--- config.mk ---
export PLATFORM = sky130hd
export DESIGN_NAME = dbg_deframer
export DESIGN_NICKNAME = d
export VERILOG_FILES = /design/src/rtl/dbg_deframer.sv
export SDC_FILE = /design/constraint.sdc
export NUM_CORES = 1
export LEC_CHECK = 0
export BUFFER_PORTS_ARGS = -buffer_cell sky130_fd_sc_hd__buf_4
export CAP_MARGIN = 20
export CORE_MARGIN = 4
export CORE_UTILIZATION = 40
export CTS_CLUSTER_SIZE = 40
export DETAILED_ROUTE_END_ITERATION = 6
export HOLD_SLACK_MARGIN = 0.05
export PLACE_DENSITY = 0.64
export REMOVE_ABC_BUFFERS = 1
export SLEW_MARGIN = 30
export SYNTH_ARGS = -nofsm -noshare
export SYNTH_HDL_FRONTEND = slang
export SYNTH_SLANG_ARGS = --single-unit
--- constraint.sdc ---
create_clock -name clk -period 6.2 [get_ports clk]
set_clock_uncertainty 0.05 [all_clocks]
set_input_delay 0.93 -clock clk [delete_from_list [all_inputs] [get_ports clk]]
set_output_delay 0.93 -clock clk [all_outputs]
set_load 0.02 [all_outputs]
--- src/rtl/dbg_deframer.sv ---
module dbg_deframer #(
  parameter int DROP_W = 16
) (
  input  logic              clk,
  input  logic              rst,
  input  logic              in_valid,
  input  logic [7:0]        in_data,
  output logic              in_ready,
  output logic              out_valid,
  output logic [7:0]        out_data,
  output logic              out_first,
  output logic              out_last,
  input  logic              out_ready,
  output logic [7:0]        pkt_id,
  output logic [23:0]       pkt_len,
  output logic              pkt_active,
  output logic              unknown_id,
  output logic              pkt_done,
  output logic              tail_err,
  output logic              drop_pulse,
  output logic [DROP_W-1:0] drop_count
);
  localparam int          LEN_W = 24;
  localparam logic [31:0] OPEN  = 32'h444D_4140;
  localparam logic [31:0] CLOSE = 32'h434D_5048;

  typedef enum logic [2:0] {S_HUNT, S_HDR, S_PAY, S_PAD, S_TAIL} st_t;

  st_t               st;
  logic [31:0]       win;
  logic [2:0]        fill;
  logic [1:0]        idx;
  logic [LEN_W-1:0]  cnt;
  logic [DROP_W-1:0] dcnt;

  wire               acc       = in_valid & in_ready;
  wire [31:0]        nwin      = {win[23:0], in_data};
  wire               shift_out = (fill == 3'd4);
  wire [DROP_W-1:0]  dnext     = (shift_out && !(&dcnt)) ? dcnt + 1'b1 : dcnt;
  wire               hit       = (fill >= 3'd3) && (nwin == OPEN);
  wire [LEN_W-1:0]   cnt_inc   = cnt + 1'b1;
  wire [LEN_W-1:0]   hdr_len   = {pkt_len[15:0], in_data};
  wire               known     = (pkt_id == 8'h01) || (pkt_id == 8'hF1) ||
                                 (pkt_id == 8'hF2) || (pkt_id == 8'hF3);

  assign in_ready  = (st == S_PAY) ? out_ready : 1'b1;
  assign out_valid = (st == S_PAY) && in_valid;
  assign out_data  = in_data;
  assign out_first = (cnt == '0);
  assign out_last  = (cnt_inc == pkt_len);

  always_ff @(posedge clk) begin
    if (rst) begin
      st         <= S_HUNT;
      win        <= '0;
      fill       <= '0;
      idx        <= '0;
      cnt        <= '0;
      dcnt       <= '0;
      pkt_id     <= '0;
      pkt_len    <= '0;
      pkt_active <= 1'b0;
      unknown_id <= 1'b0;
      pkt_done   <= 1'b0;
      tail_err   <= 1'b0;
      drop_pulse <= 1'b0;
      drop_count <= '0;
    end else begin
      unknown_id <= 1'b0;
      pkt_done   <= 1'b0;
      tail_err   <= 1'b0;
      drop_pulse <= 1'b0;
      if (acc) begin
        case (st)
          S_HUNT: begin
            win <= nwin;
            if (hit) begin
              st   <= S_HDR;
              idx  <= '0;
              fill <= '0;
              dcnt <= '0;
              if (dnext != '0) begin
                drop_count <= dnext;
                drop_pulse <= 1'b1;
              end
            end else begin
              if (!shift_out) fill <= fill + 3'd1;
              dcnt <= dnext;
            end
          end
          S_HDR: begin
            idx <= idx + 2'd1;
            if (idx == 2'd0) pkt_id <= in_data;
            else pkt_len <= hdr_len;
            if (idx == 2'd3) begin
              pkt_active <= 1'b1;
              unknown_id <= !known;
              cnt        <= '0;
              st         <= (hdr_len == '0) ? S_TAIL : S_PAY;
            end
          end
          S_PAY: begin
            cnt <= cnt_inc;
            if (cnt_inc == pkt_len)
              st <= (pkt_len[1:0] == 2'd0) ? S_TAIL : S_PAD;
          end
          S_PAD: begin
            cnt <= cnt_inc;
            if (cnt_inc[1:0] == 2'd0) st <= S_TAIL;
          end
          S_TAIL: begin
            win <= nwin;
            idx <= idx + 2'd1;
            if (idx == 2'd3) begin
              st         <= S_HUNT;
              pkt_active <= 1'b0;
              if (nwin == CLOSE) pkt_done <= 1'b1;
              else tail_err <= 1'b1;
            end
          end
          default: st <= S_HUNT;
        endcase
      end
    end
  end
endmodule

==> results.md <==
Run status:
- The run finished with clean final reports.

Clock network:
- Clock tree synthesis selected as its root buffer the cell clkbuf_16.
- Clock tree synthesis found a total of 125 sinks.
- The longest clock path from root to sink contains 2 buffers.
- The total of cells resized after clock tree synthesis is 0.
- The clock insertion delay at the later pin of the skew report is 420 ps.
- TritonCTS built the clock tree.
- The clock-pin slew on the worst setup and hold paths is 60 ps.
- The H-tree was split into 4 levels.
- Buffers inserted to repair hold after CTS numbered 0.
- The number of clock buffers added by TritonCTS is 17.
- The number of setup buffers added after CTS is 0.

Setup path:
- The worst setup path is launched from a flop.
- For the worst setup path, the data arrival time is 3460 ps.
- The maximum fanout count along the critical path is 14.
- The endpoint kind of the worst setup timing path is an output pin.
- The worst setup path is of the flop to output pin kind.
- At the worst endpoint, the required time is approximately 5200 ps.
- The depth of the worst register-to-register path is 8.

Worst hold path:
- The worst min-delay path class is flop to flop.
- The worst hold path depth is 2.

Placement:
- The worst setup slack before clock tree synthesis is 2233 ps.
- At the end of routability-driven placement, the weighted congestion stood at 0.9101.
- The number of buffers inserted by port buffering is 76.
- The detailed placement HPWL is 13.41 mm.

Pwr:
- After layout, the design draws a total of ~2000 µW.
- The power per cell area is ~250 mW/mm².
- VDD sags by at most 0.0002047 V.
- The leakage power figure is 0.003055 µW.

Route:
- The via total after detailed routing is 6,634.
- The first detailed-routing pass ran for 5 iterations.
- After detailed routing, the total wire length is 19.56 mm.
- The mean routed wirelength per cell is 16.82 µm.
- The first routing iteration left around 550 violations.
- The number of nets still failing antenna checks after routing is 0.
- The number of design rule violations left after detail routing is 0.
- Dividing the detail-routed via count by the number of cells gives 5.704.

Logic synthesis:
- The largest area contributor in the synthesized netlist is dfxtp_1.
- Counting flops and latches in the post-synthesis netlist gives 125.
- A synthesized cell averages around 7.7 µm².
- The number of library cell types mapped by synthesis is 73.
- Ranked by total cell area, the synthesized netlist is headed by dfxtp_1 (36%), nand2_1 (9.1%), a21oi_1 (6.9%), nor2_1 (3.5%), mux2i_1 (2.6%).
- Counting flops with a built-in enable in the synthesized netlist gives 0.
- The share of synthesized area in the top cell type comes to 0.3592.
- The share of the Yosys chip area taken by registers is 0.3592.
- Of all flip-flops after synthesis, the portion carrying an async set or reset was 0.
- The count of mapped cells out of synthesis is 905.
- After synthesis the cells add up to 0.006967 mm².
- The most frequently used flop master after synthesis is dfxtp_1.
- For this run, the number of Yosys warnings is 0.

Finish:
- The most common library cell in the layout ignoring fill and taps is nand2_1.
- The number of antenna diodes in the final layout is 0.
- Leaving out fill and tap cells, the most frequent cells in the layout are nand2_1 (169), dfxtp_1 (125), a21oi_1 (96).
- The fill cell total of the finished layout is 1,755.
- From synthesis to final layout, the design area changed by 16.88%.
- The share of post-route cells with drive strength above 1 is 0.1548.
- For this run, the post-layout net count is 951.

Timing:
- Setup slack closes at approximately 1800 ps.
- The worst pin sits at a relative slew slack of 0.3706.
- The number of pins with negative max-slew slack in the final report is 0.
- The smallest clock period supported by the final layout is computed as 4439 ps.
- The total negative setup slack is 0 ps.
- Dividing the final minimum period by the clock period gives 0.7160.
- Setup repair after global routing left no endpoint under its margin.
- The final number of hold-violating endpoints came to 0.
- The final setup violation count is 0.
- The transition time at the pin with the least slew margin is around 940 ps.
- The maximum clock frequency is 0.2253 GHz.

Die:
- The top-level port count is just under 80.
- The die area is 0.01959 mm².
- From left edge to right edge, the die measures 140.0 µm.
- Row generation in the floorplan step produced 47 rows.
- The core box area is 0.01682 mm².
- The die extent in y is 140.0 µm.
- The starting density of the core is 0.4142.

GRT:
- The number of antenna violations at the first check in global routing was 0.
- The aggregate global-route resource usage is 0.1966.
- The via count of the first global-routing pass is 5,989.
- The first global-routing pass estimated 31.84 mm of wire.
- The pin count of the biggest net entering global routing is 76.
- After global routing the overflow that remains totals 0.

Flow run:
- Across the run, the number of max-cap violations was 0.
path summary, 6_finish.rpt:
path                  startpoint              to  slack, ps
setup / recovery          cnt[2]        out_last       1760
hold / removal    drop_count[11]  drop_count[11]        400
setup reg to reg         dcnt[0]   drop_count[1]       2540
hold reg to reg   drop_count[11]  drop_count[11]        400
cells in the mapped netlist (6+ instances only):
cell / n
inv_1: 17
ha_1: 9
a21oi_1: 96
or2_2: 6
nand4_1: 19
nor4_1: 22
o21ai_0: 32
or3_1: 10
xor2_1: 19
nand3_1: 23
buf_4: 9
a31oi_1: 10
o211ai_1: 9
dfxtp_1: 125
buf_2: 12
mux2i_1: 18
and3_1: 16
a211oi_1: 9
nand2_1: 169
and2_1: 8
a311oi_1: 11
nor2_1: 65
clkbuf_1: 48
nor3_1: 21
xnor2_1: 19
nor2b_1: 10
logic make-up (layout without fill, tap and decap cells):
| family | after synthesis | after routing | share of synthesized area |
|---|---|---|---|
| muxes | 25 | 25 | 0.03718 |
| buffers and inverters | 91 | 129 | 0.05819 |
| AOI/OAI and AO/OA | 206 | 206 | 0.1875 |
| adders and majority gates | 9 | 9 | 0.01616 |
| xor gates and xnor gates | 38 | 38 | 0.04777 |
| and+or+nand+nor | 411 | 411 | 0.2940 |
| DFF | 125 | 125 | 0.3592 |
power breakdown:
| group | switching [µW] | internal (µW) | leakage [µW] |
|---|---|---|---|
| combinational | 95.8 | 41.9 | 0.00174 |
| sequential | 16.1 | 817 | 0.00101 |
| clock | 362 | 671 | 0.000305 |
critical path, cell delays in order (launching register included):
cell and delay [ps]:
dfxtp_1 460, nand4_1 460, nor4_4 820, a31o_2 260, o211ai_1 100, nor4_1 500, and3_1 280, buf_4 150
metal layers:
| metal | vias to the layer above | GRT usage | wire length [µm] |
|---|---|---|---|
| li1 | 3264 | - | - |
| met3 | 31 | 0.03885 | 1267 |
| met5 | - | 0 | 0 |
| met1 | 3122 | 0.2891 | 9522 |
| met2 | 217 | 0.2869 | 8416 |
| met4 | 0 | 0.06731 | 352 |
area by class of cell:
type,instances,area (µm²),area share
repair buffers,79,593.1,0.07283
clock buffers,21,480.5,0.05900
well taps,220,275.3,0.03380
multi-input cells,689,4085,0.5017
inverters,18,67.56,0.008297
flip-flops and latches,125,2502,0.3073
clock inverters,11,138.9,0.01706
stage by stage:
stage	instances	utilization	hold WS, ps	cell area, µm²
final	1163	0.4842	403.7	8143
after global routing	1163	0.4842	421.8	8143
after detailed placement	1131	0.4471	398.4	7520
after CTS	1163	0.4839	406.6	8139
after floorplan	832	-	375.5	6629
after global placement	1131	0.4466	394.5	7511
registers in the layout, indices dropped and copies added, names as in the netlist:
name / flops
drop_count: 16
dcnt: 16
pkt_done: 1
drop_pulse: 1
pkt_id: 8
pkt_len: 24
idx: 2
fill: 3
tail_err: 1
cnt: 24
st: 3
pkt_active: 1
unknown_id: 1
win: 24
No activity file was read; power rests on OpenSTA's default activity.
